[src/rtl/trg_arb_pkg.sv]
package trg_arb_pkg;

    localparam int SRC_N   = 5;
    localparam int ID_W    = 3;
    localparam int EXT_N   = SRC_N - 1;

    typedef logic [ID_W-1:0] src_id_t;

    localparam src_id_t ID_NONE   = 3'd7;
    localparam src_id_t ID_BUTTON = 3'd4;

    typedef enum logic [1:0] {
        RJ_BUSY = 2'd0,
        RJ_ENV  = 2'd1,
        RJ_COOL = 2'd2,
        RJ_LOCK = 2'd3
    } rej_t;

    typedef enum logic [1:0] {
        ARB_IDLE    = 2'd0,
        ARB_RUNNING = 2'd1,
        ARB_COOL    = 2'd2
    } arb_st_t;

    typedef enum logic [1:0] {
        BP_REST    = 2'd0,
        BP_HOLDING = 2'd1,
        BP_ARMED   = 2'd2,
        BP_AWAIT   = 2'd3
    } btn_st_t;

endpackage

[src/rtl/trg_prio_pick.sv]
module trg_prio_pick #(
    parameter int N  = 5,
    parameter int IW = 3
) (
    input  logic [N-1:0]  req,
    output logic          hit_any,
    output logic [IW-1:0] hit_id
);

    logic [N:0]   seen;
    logic [N-1:0] hit;

    assign seen[0] = 1'b0;

    genvar g;
    generate
        for (g = 0; g < N; g++) begin : g_chain
            assign hit[g]    = req[g] & ~seen[g];
            assign seen[g+1] = seen[g] | req[g];
        end
    endgenerate

    assign hit_any = seen[N];

    always_comb begin
        hit_id = '0;
        for (int i = 0; i < N; i++) begin
            if (hit[i]) hit_id = hit_id | IW'(i);
        end
    end

endmodule

[src/rtl/trg_btn_path.sv]
module trg_btn_path
    import trg_arb_pkg::*;
#(
    parameter int LONG_TICKS = 8,
    parameter int CONF_TICKS = 6
) (
    input  logic clk,
    input  logic rst_n,
    input  logic tick,
    input  logic raw,
    input  logic confirm,
    output logic fire
);

    localparam int MAXT = (LONG_TICKS > CONF_TICKS) ? LONG_TICKS : CONF_TICKS;
    localparam int CW   = $clog2(MAXT + 1);
    localparam logic [CW-1:0] LONG_LAST = CW'(LONG_TICKS - 1);
    localparam logic [CW-1:0] CONF_LAST = CW'(CONF_TICKS - 1);

    btn_st_t        st, st_n;
    logic [CW-1:0]  cnt, cnt_n;
    logic           fire_n;

    // state register
    always_ff @(posedge clk or negedge rst_n) begin
        if (!rst_n) begin
            st   <= BP_REST;
            cnt  <= '0;
            fire <= 1'b0;
        end else begin
            st   <= st_n;
            cnt  <= cnt_n;
            fire <= fire_n;
        end
    end

    // transitions and outputs
    always_comb begin
        st_n   = st;
        cnt_n  = cnt;
        fire_n = 1'b0;
        unique case (st)
            BP_REST: begin
                if (raw) begin
                    st_n  = BP_HOLDING;
                    cnt_n = '0;
                end
            end
            BP_HOLDING: begin
                if (!raw) begin
                    st_n = BP_REST;
                end else if (tick) begin
                    if (cnt == LONG_LAST) begin
                        st_n  = BP_ARMED;
                        cnt_n = '0;
                    end else begin
                        cnt_n = cnt + 1'b1;
                    end
                end
            end
            BP_ARMED: begin
                if (confirm) begin
                    fire_n = 1'b1;
                    st_n   = BP_AWAIT;
                end else if (tick) begin
                    if (cnt == CONF_LAST) st_n = BP_AWAIT;
                    else                  cnt_n = cnt + 1'b1;
                end
            end
            BP_AWAIT: begin
                if (!raw) st_n = BP_REST;
            end
            default: st_n = BP_REST;
        endcase
    end

endmodule

[src/rtl/trg_arb_core.sv]
module trg_arb_core
    import trg_arb_pkg::*;
#(
    parameter int COOL_TICKS = 4
) (
    input  logic        clk,
    input  logic        rst_n,
    input  logic        tick,
    input  logic        win_any,
    input  src_id_t     win_id,
    input  logic        lock,
    input  logic        env_ok,
    input  logic        job_done,
    output logic        grant_active,
    output src_id_t     grant_id,
    output logic        preempt_stb,
    output src_id_t     preempt_id,
    output logic        reject_stb,
    output logic [1:0]  reject_code
);

    localparam int CW = $clog2(COOL_TICKS + 1);
    localparam logic [CW-1:0] COOL_LAST = CW'(COOL_TICKS - 1);

    arb_st_t        st, st_n;
    logic [CW-1:0]  cnt, cnt_n;
    src_id_t        gid_n, pid_n;
    logic           pre_n, rej_n;
    rej_t           code_n;

    // state register
    always_ff @(posedge clk or negedge rst_n) begin
        if (!rst_n) begin
            st  <= ARB_IDLE;
            cnt <= '0;
        end else begin
            st  <= st_n;
            cnt <= cnt_n;
        end
    end

    // registered outputs
    always_ff @(posedge clk or negedge rst_n) begin
        if (!rst_n) begin
            grant_active <= 1'b0;
            grant_id     <= ID_NONE;
            preempt_stb  <= 1'b0;
            preempt_id   <= ID_NONE;
            reject_stb   <= 1'b0;
            reject_code  <= 2'd0;
        end else begin
            grant_active <= (st_n == ARB_RUNNING);
            grant_id     <= gid_n;
            preempt_stb  <= pre_n;
            preempt_id   <= pid_n;
            reject_stb   <= rej_n;
            reject_code  <= code_n;
        end
    end

    // transitions
    always_comb begin
        st_n   = st;
        cnt_n  = cnt;
        gid_n  = grant_id;
        pre_n  = 1'b0;
        pid_n  = ID_NONE;
        rej_n  = 1'b0;
        code_n = RJ_BUSY;
        unique case (st)
            ARB_IDLE: begin
                if (win_any) begin
                    if (win_id == ID_BUTTON && lock) begin
                        rej_n  = 1'b1;
                        code_n = RJ_LOCK;
                    end else if (!env_ok) begin
                        rej_n  = 1'b1;
                        code_n = RJ_ENV;
                    end else begin
                        st_n  = ARB_RUNNING;
                        gid_n = win_id;
                    end
                end
            end
            ARB_RUNNING: begin
                if (job_done) begin
                    st_n  = ARB_COOL;
                    cnt_n = '0;
                    gid_n = ID_NONE;
                    if (win_any) begin
                        rej_n  = 1'b1;
                        code_n = RJ_COOL;
                    end
                end else if (win_any) begin
                    if (win_id < grant_id) begin
                        if (env_ok) begin
                            pre_n = 1'b1;
                            pid_n = win_id;
                            gid_n = win_id;
                        end else begin
                            rej_n  = 1'b1;
                            code_n = RJ_ENV;
                        end
                    end else begin
                        rej_n  = 1'b1;
                        code_n = RJ_BUSY;
                    end
                end
            end
            ARB_COOL: begin
                if (win_any) begin
                    rej_n  = 1'b1;
                    code_n = RJ_COOL;
                end
                if (tick) begin
                    if (cnt == COOL_LAST) st_n = ARB_IDLE;
                    else                  cnt_n = cnt + 1'b1;
                end
            end
            default: st_n = ARB_IDLE;
        endcase
    end

endmodule

[src/rtl/trigger_arbiter.sv]
module trigger_arbiter
    import trg_arb_pkg::*;
#(
    parameter int LONG_TICKS = 8,
    parameter int CONF_TICKS = 6,
    parameter int COOL_TICKS = 4
) (
    input  logic              clk,
    input  logic              rst_n,
    input  logic              tick,
    input  logic [EXT_N-1:0]  src_req,
    input  logic              btn_raw,
    input  logic              btn_confirm,
    input  logic              btn_lock,
    input  logic              env_ok,
    input  logic              job_done,
    output logic              grant_active,
    output logic [ID_W-1:0]   grant_id,
    output logic              preempt_stb,
    output logic [ID_W-1:0]   preempt_id,
    output logic              reject_stb,
    output logic [1:0]        reject_code
);

    logic              btn_fire;
    logic [SRC_N-1:0]  req_vec;
    logic              win_any;
    src_id_t           win_id;

    assign req_vec = {btn_fire, src_req};

    trg_btn_path #(
        .LONG_TICKS (LONG_TICKS),
        .CONF_TICKS (CONF_TICKS)
    ) u_btn (
        .clk     (clk),
        .rst_n   (rst_n),
        .tick    (tick),
        .raw     (btn_raw),
        .confirm (btn_confirm),
        .fire    (btn_fire)
    );

    trg_prio_pick #(
        .N  (SRC_N),
        .IW (ID_W)
    ) u_pick (
        .req     (req_vec),
        .hit_any (win_any),
        .hit_id  (win_id)
    );

    trg_arb_core #(
        .COOL_TICKS (COOL_TICKS)
    ) u_core (
        .clk          (clk),
        .rst_n        (rst_n),
        .tick         (tick),
        .win_any      (win_any),
        .win_id       (win_id),
        .lock         (btn_lock),
        .env_ok       (env_ok),
        .job_done     (job_done),
        .grant_active (grant_active),
        .grant_id     (grant_id),
        .preempt_stb  (preempt_stb),
        .preempt_id   (preempt_id),
        .reject_stb   (reject_stb),
        .reject_code  (reject_code)
    );

endmodule

[config.mk]
export PLATFORM = sky130hd
export DESIGN_NAME = trigger_arbiter
export DESIGN_NICKNAME = d
export VERILOG_FILES = /design/src/rtl/trg_arb_pkg.sv /design/src/rtl/trg_prio_pick.sv /design/src/rtl/trg_btn_path.sv /design/src/rtl/trg_arb_core.sv /design/src/rtl/trigger_arbiter.sv
export SDC_FILE = /design/constraint.sdc
export NUM_CORES = 1
export LEC_CHECK = 0
export BUFFER_PORTS_ARGS = -buffer_cell sky130_fd_sc_hd__clkbuf_2
export CAP_MARGIN = 20
export CORE_ASPECT_RATIO = 0.75
export CORE_MARGIN = 2
export CORE_UTILIZATION = 30
export CTS_CLUSTER_DIAMETER = 40
export DETAILED_ROUTE_END_ITERATION = 8
export PLACE_DENSITY = 0.52
export SKIP_LAST_GASP = 1
export SLEW_MARGIN = 20
export SYNTH_ARGS = -nofsm -noshare
export SYNTH_HDL_FRONTEND = slang
export SYNTH_HIERARCHICAL = 1
export SYNTH_SLANG_ARGS = --single-unit
[constraint.sdc]
create_clock -name clk -period 3 [get_ports clk]
set_clock_uncertainty 0.1 [all_clocks]
set_input_delay 0.15 -clock clk [delete_from_list [all_inputs] [get_ports clk]]
set_output_delay 0.15 -clock clk [all_outputs]
set_load 0.02 [all_outputs]
# == Word level (Yosys, flattened, before mapping) ==
# Cells that the tools add are included.
# word_totals
ff_bits,23
input_bits,12
out_inout_bits,11
word_cells,131
# op_classes
addsub,2
order_cmp,1
n_eq_ne,28
muxes,67
bitwise_logic,12
n_reduce_logical,10
# op_table
cell,count
$mux W3,15
$mux W2,21
$mux W4,7
$ne A2 B2 Y1 const B,11
$mux W1,17
$ne A3 B2 Y1 const B,4
$pmux W2 S3,2
$pmux W3 S2,2
$pmux W4 S3,1
$eq A4 B3 Y1 const B,2
$pmux W2 S4,1
$reduce_and A7 Y1,1
$eq A2 B1 Y1 const B,3
$eq A2 B2 Y1 const B,3
$ne A3 B3 Y1 const B,2
$reduce_and A6 Y1,1
$reduce_and A5 Y1,1
$add A4 B1 Y4 const B,1
$and A1 B1 Y1,4
$logic_not A2 Y1,2
$not A1 Y1,4
$or A1 B1 Y1,4
$reduce_and A4 Y1,1
$reduce_bool A2 Y1,2
8 further kinds,8

# == Logic depth before layout (Yosys ltp) ==
# Gate-level depths: netlist of the first run.
# logic_depth
depth_word,12
depth_mapped,7
depth_no_buf,7

# == By module ==
# Netlist of the first run, hierarchy kept.
# modules_own_cells
module,n_inst,cells_per_inst,area_per_inst_um2,seq_area_each_um2
trg_arb_core,1,78,829.5,407.9
trg_btn_path,1,53,525.5,175.2
trg_prio_pick,1,8,48.8,0.0

# == Least setup slack after synthesis of the first run ==
# OpenSTA, ideal clock, no wires.
# synth_path
kind,register to register
start,reg u_core.grant_id[2]
end,reg u_core.reject_code[0]
setup_time_ns,0.080
t_arrival_ns,1.758
required_time_ns,2.820
slack_ns,1.062
stages_incl_launch_ff,7
n_path_buf,0
period_less_slack_ns,1.938
cell_sequence,dfstp_2 > inv_1 > ha_1 > a21o_1 > a31o_2 > o32a_1 > nor3b_2
# synth_via
elab_chain_len,5
# synth_rtl
element,line_no,source
start: declaration,trg_arb_core.sv:15,"output src_id_t grant_id,"
start signal: assignment,trg_arb_core.sv:53,grant_id <= gid_n;
$lt A3 B3 Y1,trg_arb_core.sv:95,if (win_id < grant_id) begin
$mux W1,trg_arb_core.sv:95,
$mux W2,trg_arb_core.sv:94,end else if (win_any) begin
$mux W2,trg_arb_core.sv:86,if (job_done) begin
$pmux W2 S3,trg_arb_core.sv:70,unique case (st)
via u_core.code_n[0],trg_arb_core.sv:29,rej_t code_n;
end signal: assignment,trg_arb_core.sv:57,reject_code <= code_n;
end: declaration,trg_arb_core.sv:19,output logic [1:0] reject_code
# The timed path passes the listed nets, and every way through them passes these cells.
# A chain may end at the register's enable or synchronous reset.

# == Final worst setup path of the first run ==
# layout_path
start,reg u_btn.st[0]
end,reg u_btn.cnt[3]
# layout_via
elab_chain_len,3
elab_cells_between_ends,12
cone_classes,8 x eq/ne; 1 x mux; 3 x reduce/logical
# layout_rtl
element,line_no,source
start: declaration,trg_btn_path.sv:20,"btn_st_t st, st_n;"
start signal: assignment,trg_btn_path.sv:31,st <= st_n;
"$eq A2 B2 Y1, or another cell as far along",trg_btn_path.sv:42,unique case (st)
$ne A2 B2 Y1 (no line) / $reduce_bool A3 Y1 (equally long branches),--,
$reduce_and A7 Y1 (no line),--,
end signal: assignment,trg_btn_path.sv:32,cnt <= cnt_n;
end: declaration,trg_btn_path.sv:21,"logic [CW-1:0] cnt, cnt_n;"
# Parallel ways exist; a longest one is shown, timed or not.

==> results of run 1 <==
==> state kept, by name (all words and copies together), names as in the netlist, named ones only <==
signal,cells
u_btn/cnt,4
u_btn/fire,1
u_btn/st,1
u_core/cnt,3
u_core/grant_active,1
u_core/grant_id,3
u_core/preempt_id,3
u_core/preempt_stb,1
u_core/reject_code,2
u_core/reject_stb,1
u_core/st,2
==> through the flow <==
stage	hold slack, ns	power [W]	cells	worst slack, ns
2_1_floorplan	-0.246	0.000948	139	1.06
3_5_place_dp	0.0868	0.00110	215	0.867
4_1_cts	0.0446	0.00130	220	1.03
6_report	0.0476	0.00128	220	1.01
5_1_grt	0.0559	0.00139	220	0.859
3_3_place_gp	0.0763	0.00108	215	0.955
==> how the worst max path moves through the flow <==
stage | depth (start not counted) | slack [ns] | from | to
2_1_floorplan | 6 | 1.06 | u_core/grant_id[2] | u_core/reject_code[0]
3_3_place_gp | 8 | 0.96 | src_req[1] | u_core/reject_code[0]
3_5_place_dp | 8 | 0.87 | src_req[1] | u_core/reject_code[0]
4_1_cts | 6 | 1.03 | u_btn/st[0] | u_btn/cnt[3]
5_1_grt | 6 | 0.86 | u_btn/st[0] | u_btn/cnt[3]
6_report | 6 | 1.01 | u_btn/st[0] | u_btn/cnt[3]
==> metal layers <==
metal / routed length, um / GRT usage
met1: 1400 / 0.153
met2: 1300 / 0.183
met3: 82 / 0.0328
met4: 18 / 0.0246
met5: 0 / 0
==> power by group <==
part	switching [W]	internal, W	total [W]
sequential	0.0000964	0.000423	0.000519
clock	0.0000914	0.0000945	0.000186
combinational	0.000325	0.000251	0.000576
total	0.000512	0.000769	0.00128
==> area by class of cell <==
type                            instances  area [um2]
Clock buffer                            4        45.0
Fill cell                             462        2870
Inverter                                8        30.0
Multi-Input combinational cell        105         777
Sequential cell                        23         583
Tap cell                               57        71.3
Timing Repair Buffer                   23         120
==> cell families after synthesis <==
group | count (synthesis)
flops | 23
mux | 5
buf+inv | 11
simple gates | 58
fa+ha+maj | 10
compound gates | 32
==> cells in the final DEF (no fill, tap or decap), types with 3 or more instances in the layout <==
master	instances
a21oi_1	4
inv_1	8
o21ai_0	6
nand2_1	5
clkbuf_2	22
mux2i_1	5
clkbuf_8	3
o21a_1	5
nor2_1	13
nand3_1	3
nand2b_1	9
dfrtp_1	17
ha_1	10
nand3b_1	6
nor2b_1	4
dfstp_2	6
==> critical path, cell delays in order (launching register included) <==
cell     delay [ns]
dfrtp_1        0.43
inv_1          0.11
ha_1           0.30
mux2i_1        0.11
o21a_1         0.24
or2_4          0.29
o41ai_2        0.31
==> timing repair <==
item	4_1_cts	5_1_grt
hold buffers	1	0
endpoints found under the hold margin	17	0
endpoints found under the setup margin	0	0
==> impl_metrics.json, run 1 <==
{
  "placed_cell_area_mm2": 0.00157,
  "rrSetupSlack_ns": 1.01,
  "startpoint_type": "flop",
  "yosys.area_share.xor_xnor": 0,
  "yosys.area.top_type_share": 0.303,
  "drc": 0,
  "antenna_found_initial": 0,
  "ys_ff_latch": 23,
  "rr_endpoint": "u_btn/cnt[3]",
  "cts_setup_buffers": 0,
  "utilization": 0.362,
  "muxShareOfSynthArea": 0.0357,
  "finalSetupViolCount": 0,
  "start_util": 0.312,
  "path_class": "flop to flop",
  "yosysTopAreaCell": "dfrtp_1",
  "fin_crit_ns": 1.99,
  "fin_crit_sh": 0.664,
  "ys_top_cells_by_count": "17 x dfrtp_1, 13 x nor2_1, 10 x ha_1",
  "first_global_vias": 1049,
  "arrival_ns": 2.05,
  "floorplan.rows": 21,
  "portBuffers": 22,
  "vias": 1083,
  "required_ns": 3.06,
  "diodes": 0,
  "postSynthCellCount": 139,
  "worst_slew_pin_slew_ns": 0.571,
  "place_congestion": 0.819,
  "p_per_area_mw_per_mm2": 787,
  "grt_start_max_net_pins": 24,
  "whs_endpoint": "u_btn/fire",
  "clk_pin_slew_ns": 0.08,
  "worstHoldPathCells": 2,
  "slew_headroom": 0.619,
  "h-tree-depth": 1,
  "die_w_um": 83.0,
  "fin_area_mm2": 0.00163,
  "yosys.area_share.simple": 0.266,
  "core_area_mm2": 0.00449,
  "drive_gt1_frac": 0.258,
  "ys.flop_type": "dfrtp_1",
  "syn_avg_cell_area_um2": 10.1,
  "cts_resized": 0,
  "min_path_type": "input pin to flop",
  "cts_root_buf": "clkbuf_8",
  "cts_tree": "done",
  "clock_latency_ns": 0.26,
  "ys_types": 44,
  "synth-edff-count": 0,
  "drt_wl_total_um": 2800,
  "rsz0062_at_grt": "no",
  "syn2layout_area_growth_pct": 15.9,
  "p_leak_nw": 0.745,
  "drt_iter0_drc": 42,
  "synth_fp_nets": 161,
  "final-hold-violation-count": 0,
  "slew_viol_final": 0,
  "routedWlPerCell_um": 12.7,
  "grt_use_total": 0.114,
  "async_flop_share": 1.00,
  "min_from": "btn_confirm",
  "die_h_um": 63.2,
  "die_area_mm2": 0.00525,
  "synthAdderAreaFrac": 0.0891,
  "cts_buffers": 3,
  "ys_seq_area_frac": 0.415,
  "layout.nets": 186,
  "r2r-start": "u_btn/st[0]",
  "setup_tns_ns": 0,
  "critPathMaxFanout": 8,
  "max-cap-violations": 0,
  "grt-ovfl-total": 0,
  "via_per_inst": 4.92,
  "synth-warning-count": 6,
  "first_pass_iters": 4,
  "ant_nets": 0,
  "synth_top_family_by_area": "simple AND/OR/NAND/NOR gates",
  "ioPinCount": 23,
  "end_kind": "flop",
  "hpwl_um": 2160,
  "max-vdd-ir-drop_mv": 0.325,
  "reg2reg_depth": 6,
  "clockBufferDepth": 2,
  "syn_area_mm2": 0.00140,
  "yosys-top-cells-area": "dfrtp_1 30%, dfstp_2 11%, ha_1 8.9%",
  "grt_pass1_wl_um": 4860,
  "status": "completed",
  "fmax_ghz": 0.502,
  "synth_compound_area_frac": 0.163,
  "synth_most_common_cell": "dfrtp_1",
  "cts.sinks": 23
}
No activity file was read; power rests on OpenSTA's default activity.
==> run 2, diff against run 1 <==
==> constraint.sdc (replaced) <==
create_clock -name clk -period 1.9 [get_ports clk]
set_clock_uncertainty 0.1 [all_clocks]
set_input_delay 0.095 -clock clk [delete_from_list [all_inputs] [get_ports clk]]
set_output_delay 0.095 -clock clk [all_outputs]
set_load 0.02 [all_outputs]
==> impl_metrics.json, run 2 (synthesis results as in run 1) <==
{
  "status": "completed",
  "die_area_mm2": 0.00525,
  "first_global_vias": 1119,
  "die_h_um": 63.2,
  "cts_tree": "done",
  "min_path_type": "input pin to flop",
  "power.total_w": 0.00214,
  "maxUsedRoutingLayer": "met4",
  "via_per_inst": 4.84,
  "antenna_found_initial": 0,
  "worstHoldPathCells": 3,
  "regMostFlops": "u_btn/cnt",
  "required_ns": 1.99,
  "slew_viol_final": 0,
  "cts_buffers": 3,
  "ant_nets": 0,
  "min_from": "btn_raw",
  "wl_met3_um": 98,
  "slew_headroom": 0.627,
  "finalSetupViolCount": 0,
  "max-vdd-ir-drop_mv": 0.321,
  "place_congestion": 0.749,
  "met1Wirelength_um": 1490,
  "startpoint_type": "flop",
  "p_per_area_mw_per_mm2": 1210,
  "r2r-start": "u_core/grant_id[2]",
  "grt_pass1_wl_um": 5240,
  "first_pass_iters": 4,
  "hpwl_um": 2250,
  "max-cap-violations": 0,
  "layout_common_cells": "22 x clkbuf_2, 17 x dfrtp_1, 13 x nor2_1",
  "end_kind": "flop",
  "grt-ovfl-total": 0,
  "fin_area_mm2": 0.00176,
  "rrSetupSlack_ns": 0.08,
  "syn2layout_area_growth_pct": 25.7,
  "diodes": 0,
  "portBuffers": 22,
  "grt_use_total": 0.122,
  "reg2reg_depth": 7,
  "startpoint": "u_core/grant_id[2]",
  "mostFrequentLayoutCell": "clkbuf_2",
  "placed_cell_area_mm2": 0.00167,
  "drc": 0,
  "clockBufferDepth": 2,
  "fin_crit_ns": 1.82,
  "rsz0062_at_grt": "yes",
  "routedWlPerCell_um": 12.6,
  "clk_pin_slew_ns": 0.08,
  "arrival_ns": 1.91,
  "start_util": 0.312,
  "cts_root_buf": "clkbuf_8",
  "fmax_ghz": 0.548,
  "rr_endpoint": "u_core/preempt_id[2]",
  "p_leak_nw": 0.811,
  "core_area_mm2": 0.00449,
  "ioPinCount": 23,
  "drt_iter0_drc": 35,
  "fin_crit_sh": 0.960,
  "path_class": "flop to flop",
  "drt_wl_total_um": 2950,
  "final-hold-violation-count": 0,
  "floorplan.rows": 21,
  "wl_met2_um": 1340,
  "critPathMaxFanout": 4,
  "cts.sinks": 23,
  "h-tree-depth": 1,
  "whs_ns": 0.0666,
  "die_w_um": 83.0,
  "drive_gt1_frac": 0.350,
  "worst_slew_pin_slew_ns": 0.559,
  "fillers": 437,
  "grt_start_max_net_pins": 24,
  "vias": 1133,
  "clock_latency_ns": 0.26,
  "utilization": 0.393,
  "largest_reg_flops": 4,
  "layout.nets": 200
}
## run 2: critical path: stages, from the launching register on
cell	delay, ns
dfstp_2	0.55
inv_1	0.06
ha_4	0.21
a21o_1	0.17
a31o_2	0.22
buf_4	0.13
nor3_2	0.21
nand2b_1	0.09
## run 2: routing by layer
| layer | vias to the layer above | track usage |
|---|---|---|
| met4 | 0 | 0.0307 |
| met2 | 17 | 0.189 |
| li1 | 574 | - |
| met1 | 540 | 0.169 |
| met3 | 2 | 0.0341 |
| met5 | - | 0 |
## run 2: how the worst max path moves through the flow
stage | endpoint | slack (ns)
2_1_floorplan | u_core/reject_code[0] | 0.04
3_3_place_gp | u_core/reject_code[0] | -0.05
3_5_place_dp | u_core/preempt_id[2] | -0.08
4_1_cts | u_btn/cnt[3] | 0.02
5_1_grt | u_core/preempt_id[2] | -0.003
6_report | u_core/preempt_id[2] | 0.08
## run 2: through the flow
step / setup TNS, ns / std cells / setup WS, ns
2_1_floorplan: 0 / 139 / 0.0368
3_3_place_gp: -0.178 / 226 / -0.0507
3_5_place_dp: -0.324 / 226 / -0.0781
4_1_cts: 0 / 234 / 0.0181
5_1_grt: -0.00292 / 234 / -0.00292
6_report: 0 / 234 / 0.0758
## run 2: timing repair
action / 4_1_cts / 5_1_grt
endpoints found under the setup margin: 1 / 7
cloned: 0 / 0
resized for setup: 0 / 7
buffers inserted: 1 / 0
hold endpoints to repair: 19 / 0
hold buffers: 3 / 0
pin swaps: 0 / 2
## run 2: cell type report
cell class              instances  area (um2)  area share
clock buffers                   4        45.0      0.0255
inverters                       8        30.0      0.0170
multi-input cells             105         805       0.456
flip-flops and latches         23         583       0.330
well taps                      57        71.3      0.0404
repair buffers                 37         230       0.130
## run 2: where the power goes
| part | total, W | internal, W | switching, W |
|---|---|---|---|
| Clock | 0.000297 | 0.000149 | 0.000148 |
| Sequential | 0.000810 | 0.000667 | 0.000143 |
| Combinational | 0.00103 | 0.000485 | 0.000546 |
| Total | 0.00214 | 0.00130 | 0.000836 |
==> run 3, diff against run 2 <==
--- a/config.mk
+++ b/config.mk
@@ -5,14 +5,14 @@
 export SDC_FILE = /design/constraint.sdc
 export NUM_CORES = 1
 export LEC_CHECK = 0
-export BUFFER_PORTS_ARGS = -buffer_cell sky130_fd_sc_hd__clkbuf_2
 export CAP_MARGIN = 20
 export CORE_ASPECT_RATIO = 0.75
 export CORE_MARGIN = 2
 export CORE_UTILIZATION = 30
 export CTS_CLUSTER_DIAMETER = 40
 export DETAILED_ROUTE_END_ITERATION = 8
-export PLACE_DENSITY = 0.52
+export DONT_BUFFER_PORTS = 1
+export PLACE_DENSITY = 0.48
 export SKIP_LAST_GASP = 1
 export SLEW_MARGIN = 20
 export SYNTH_ARGS = -nofsm -noshare
==> impl_metrics.json, run 3 (synthesis results as in run 1) <==
{
  "ioPinCount": 23,
  "grt_start_max_net_pins": 24,
  "critPathMaxFanout": 3,
  "required_ns": 1.99,
  "slew_headroom": 0.657,
  "h-tree-depth": 1,
  "clk_pin_slew_ns": 0.08,
  "start_util": 0.312,
  "final-hold-violation-count": 0,
  "die_h_um": 63.2,
  "internal-power_w": 0.00126,
  "fin_crit_sh": 0.966,
  "layout_common_cells": "16 x dfrtp_1, 13 x nor2_1, 9 x buf_4, 9 x nand2b_1, 8 x ha_1",
  "core_area_mm2": 0.00449,
  "worst_slew_pin_slew_ns": 0.514,
  "place_congestion": 0.773,
  "finalNonFillerCells": 213,
  "fin_crit_ns": 1.84,
  "cts_tree": "done",
  "p_leak_nw": 0.728,
  "max-cap-violations": 0,
  "status": "completed",
  "path_class": "flop to flop",
  "antenna_found_initial": 0,
  "power.switching_w": 0.000823,
  "die_w_um": 83.0,
  "layout.nets": 179,
  "fmax_ghz": 0.545,
  "dp.cells": 200,
  "finalSetupViolCount": 0,
  "cts_root_buf": "clkbuf_8",
  "end_kind": "flop",
  "clockBufferDepth": 2,
  "grt_use_total": 0.122,
  "first_global_vias": 1074,
  "whs_ns": 0.0218,
  "cts.sinks": 23,
  "met3_usage": 0.0433,
  "diodes": 0,
  "grt.busiest_layer": "met2",
  "syn2layout_area_growth_pct": 18.9,
  "slew_viol_final": 0,
  "routedWlPerCell_um": 13.9,
  "min_path_type": "input pin to flop",
  "hpwl_um": 2200,
  "clock_latency_ns": 0.26,
  "power_frac_seq": 0.424,
  "mostFrequentLayoutCell": "dfrtp_1",
  "p_per_area_mw_per_mm2": 1250,
  "die_area_mm2": 0.00525,
  "drt_wl_total_um": 2960,
  "clkPwrFrac": 0.143,
  "drive_gt1_frac": 0.237,
  "drc": 0,
  "via_per_inst": 5.06,
  "vias": 1077,
  "max-vdd-ir-drop_mv": 0.586,
  "drt_iter0_drc": 82,
  "grt-ovfl-total": 0,
  "grt_pass1_wl_um": 5230,
  "switching_share": 0.395,
  "rsz0062_at_grt": "yes",
  "portBuffers": 0,
  "arrival_ns": 1.93,
  "startpoint_type": "flop",
  "largest_reg_flops": 4,
  "regMostFlops": "u_btn/cnt",
  "floorplan.rows": 21,
  "ant_nets": 0,
  "grt_util_met1": 0.170,
  "cts_buffers": 3,
  "use_met2": 0.184,
  "share_comb_of_total_power": 0.433,
  "first_pass_iters": 4
}
-- run 3: per-stage QoR --
step / cell area (um2) / power, W / worst slack [ns] / utilization / setup TNS, ns
finish: 1670 / 0.00208 / 0.0646 / 0.371 / 0
global route: 1670 / 0.00226 / -0.0256 / 0.371 / -0.0322
CTS: 1630 / 0.00205 / 0.00174 / 0.363 / 0
detailed placement: 1530 / 0.00171 / -0.0656 / 0.340 / -0.0736
floorplan: 1420 / 0.00150 / 0.0368 / - / 0
global placement: 1530 / 0.00168 / 0.0152 / 0.340 / 0
-- run 3: area by class of cell --
class	count	area [um2]
fillers	460	2820
multi-input cells	105	805
flip-flops and latches	23	584
repair buffers	16	133
well taps	57	71.3
clock buffers	3	41.3
inverters	8	30.0
clock inverters	1	5.00
-- run 3: timing repair --
item                                   CTS  global route
endpoints found under the hold margin   35            17
gates resized for setup                  0             7
setup endpoints to repair                0             9
hold buffers                             6             1
buffers inserted                         0             2
-- run 3: final timing paths --
path,startpoint,to,slack (ns),depth (start not counted)
max,u_core/grant_id[2],u_core/reject_code[0],0.06,6
min,src_req[0],u_core/preempt_id[0],0.02,3
max reg2reg,u_core/grant_id[2],u_core/reject_code[0],0.06,6
min reg2reg,u_core/cnt[2],u_core/cnt[2],0.40,2
max in group asynchronous,rst_n,u_btn/st[0],1.09,2
min in group asynchronous,rst_n,u_core/reject_code[0],0.24,2
-- run 3: worst max-delay path: stages (launching register included) --
cell     delay [ns]
dfstp_2        0.55
inv_2          0.04
ha_4           0.22
a21o_1         0.19
a31o_4         0.22
o32a_1         0.29
nor3b_2        0.15
-- run 3: power groups by stage --
stage,registers (W),logic [W],clock network [W]
after floorplan,0.000860,0.000644,0
after global placement,0.000890,0.000791,0
after detailed placement,0.000901,0.000813,0
after CTS,0.000888,0.000838,0.000321
after global routing,0.000907,0.00101,0.000344
final,0.000882,0.000901,0.000297
-- run 3: layer usage --
layer	routed length, um	part of all wire	up-vias
met3	137	0.046	2
met2	1300	0.44	19
met1	1500	0.51	523
met5	0	0	-
li1	-	-	533
met4	15	0.0051	0
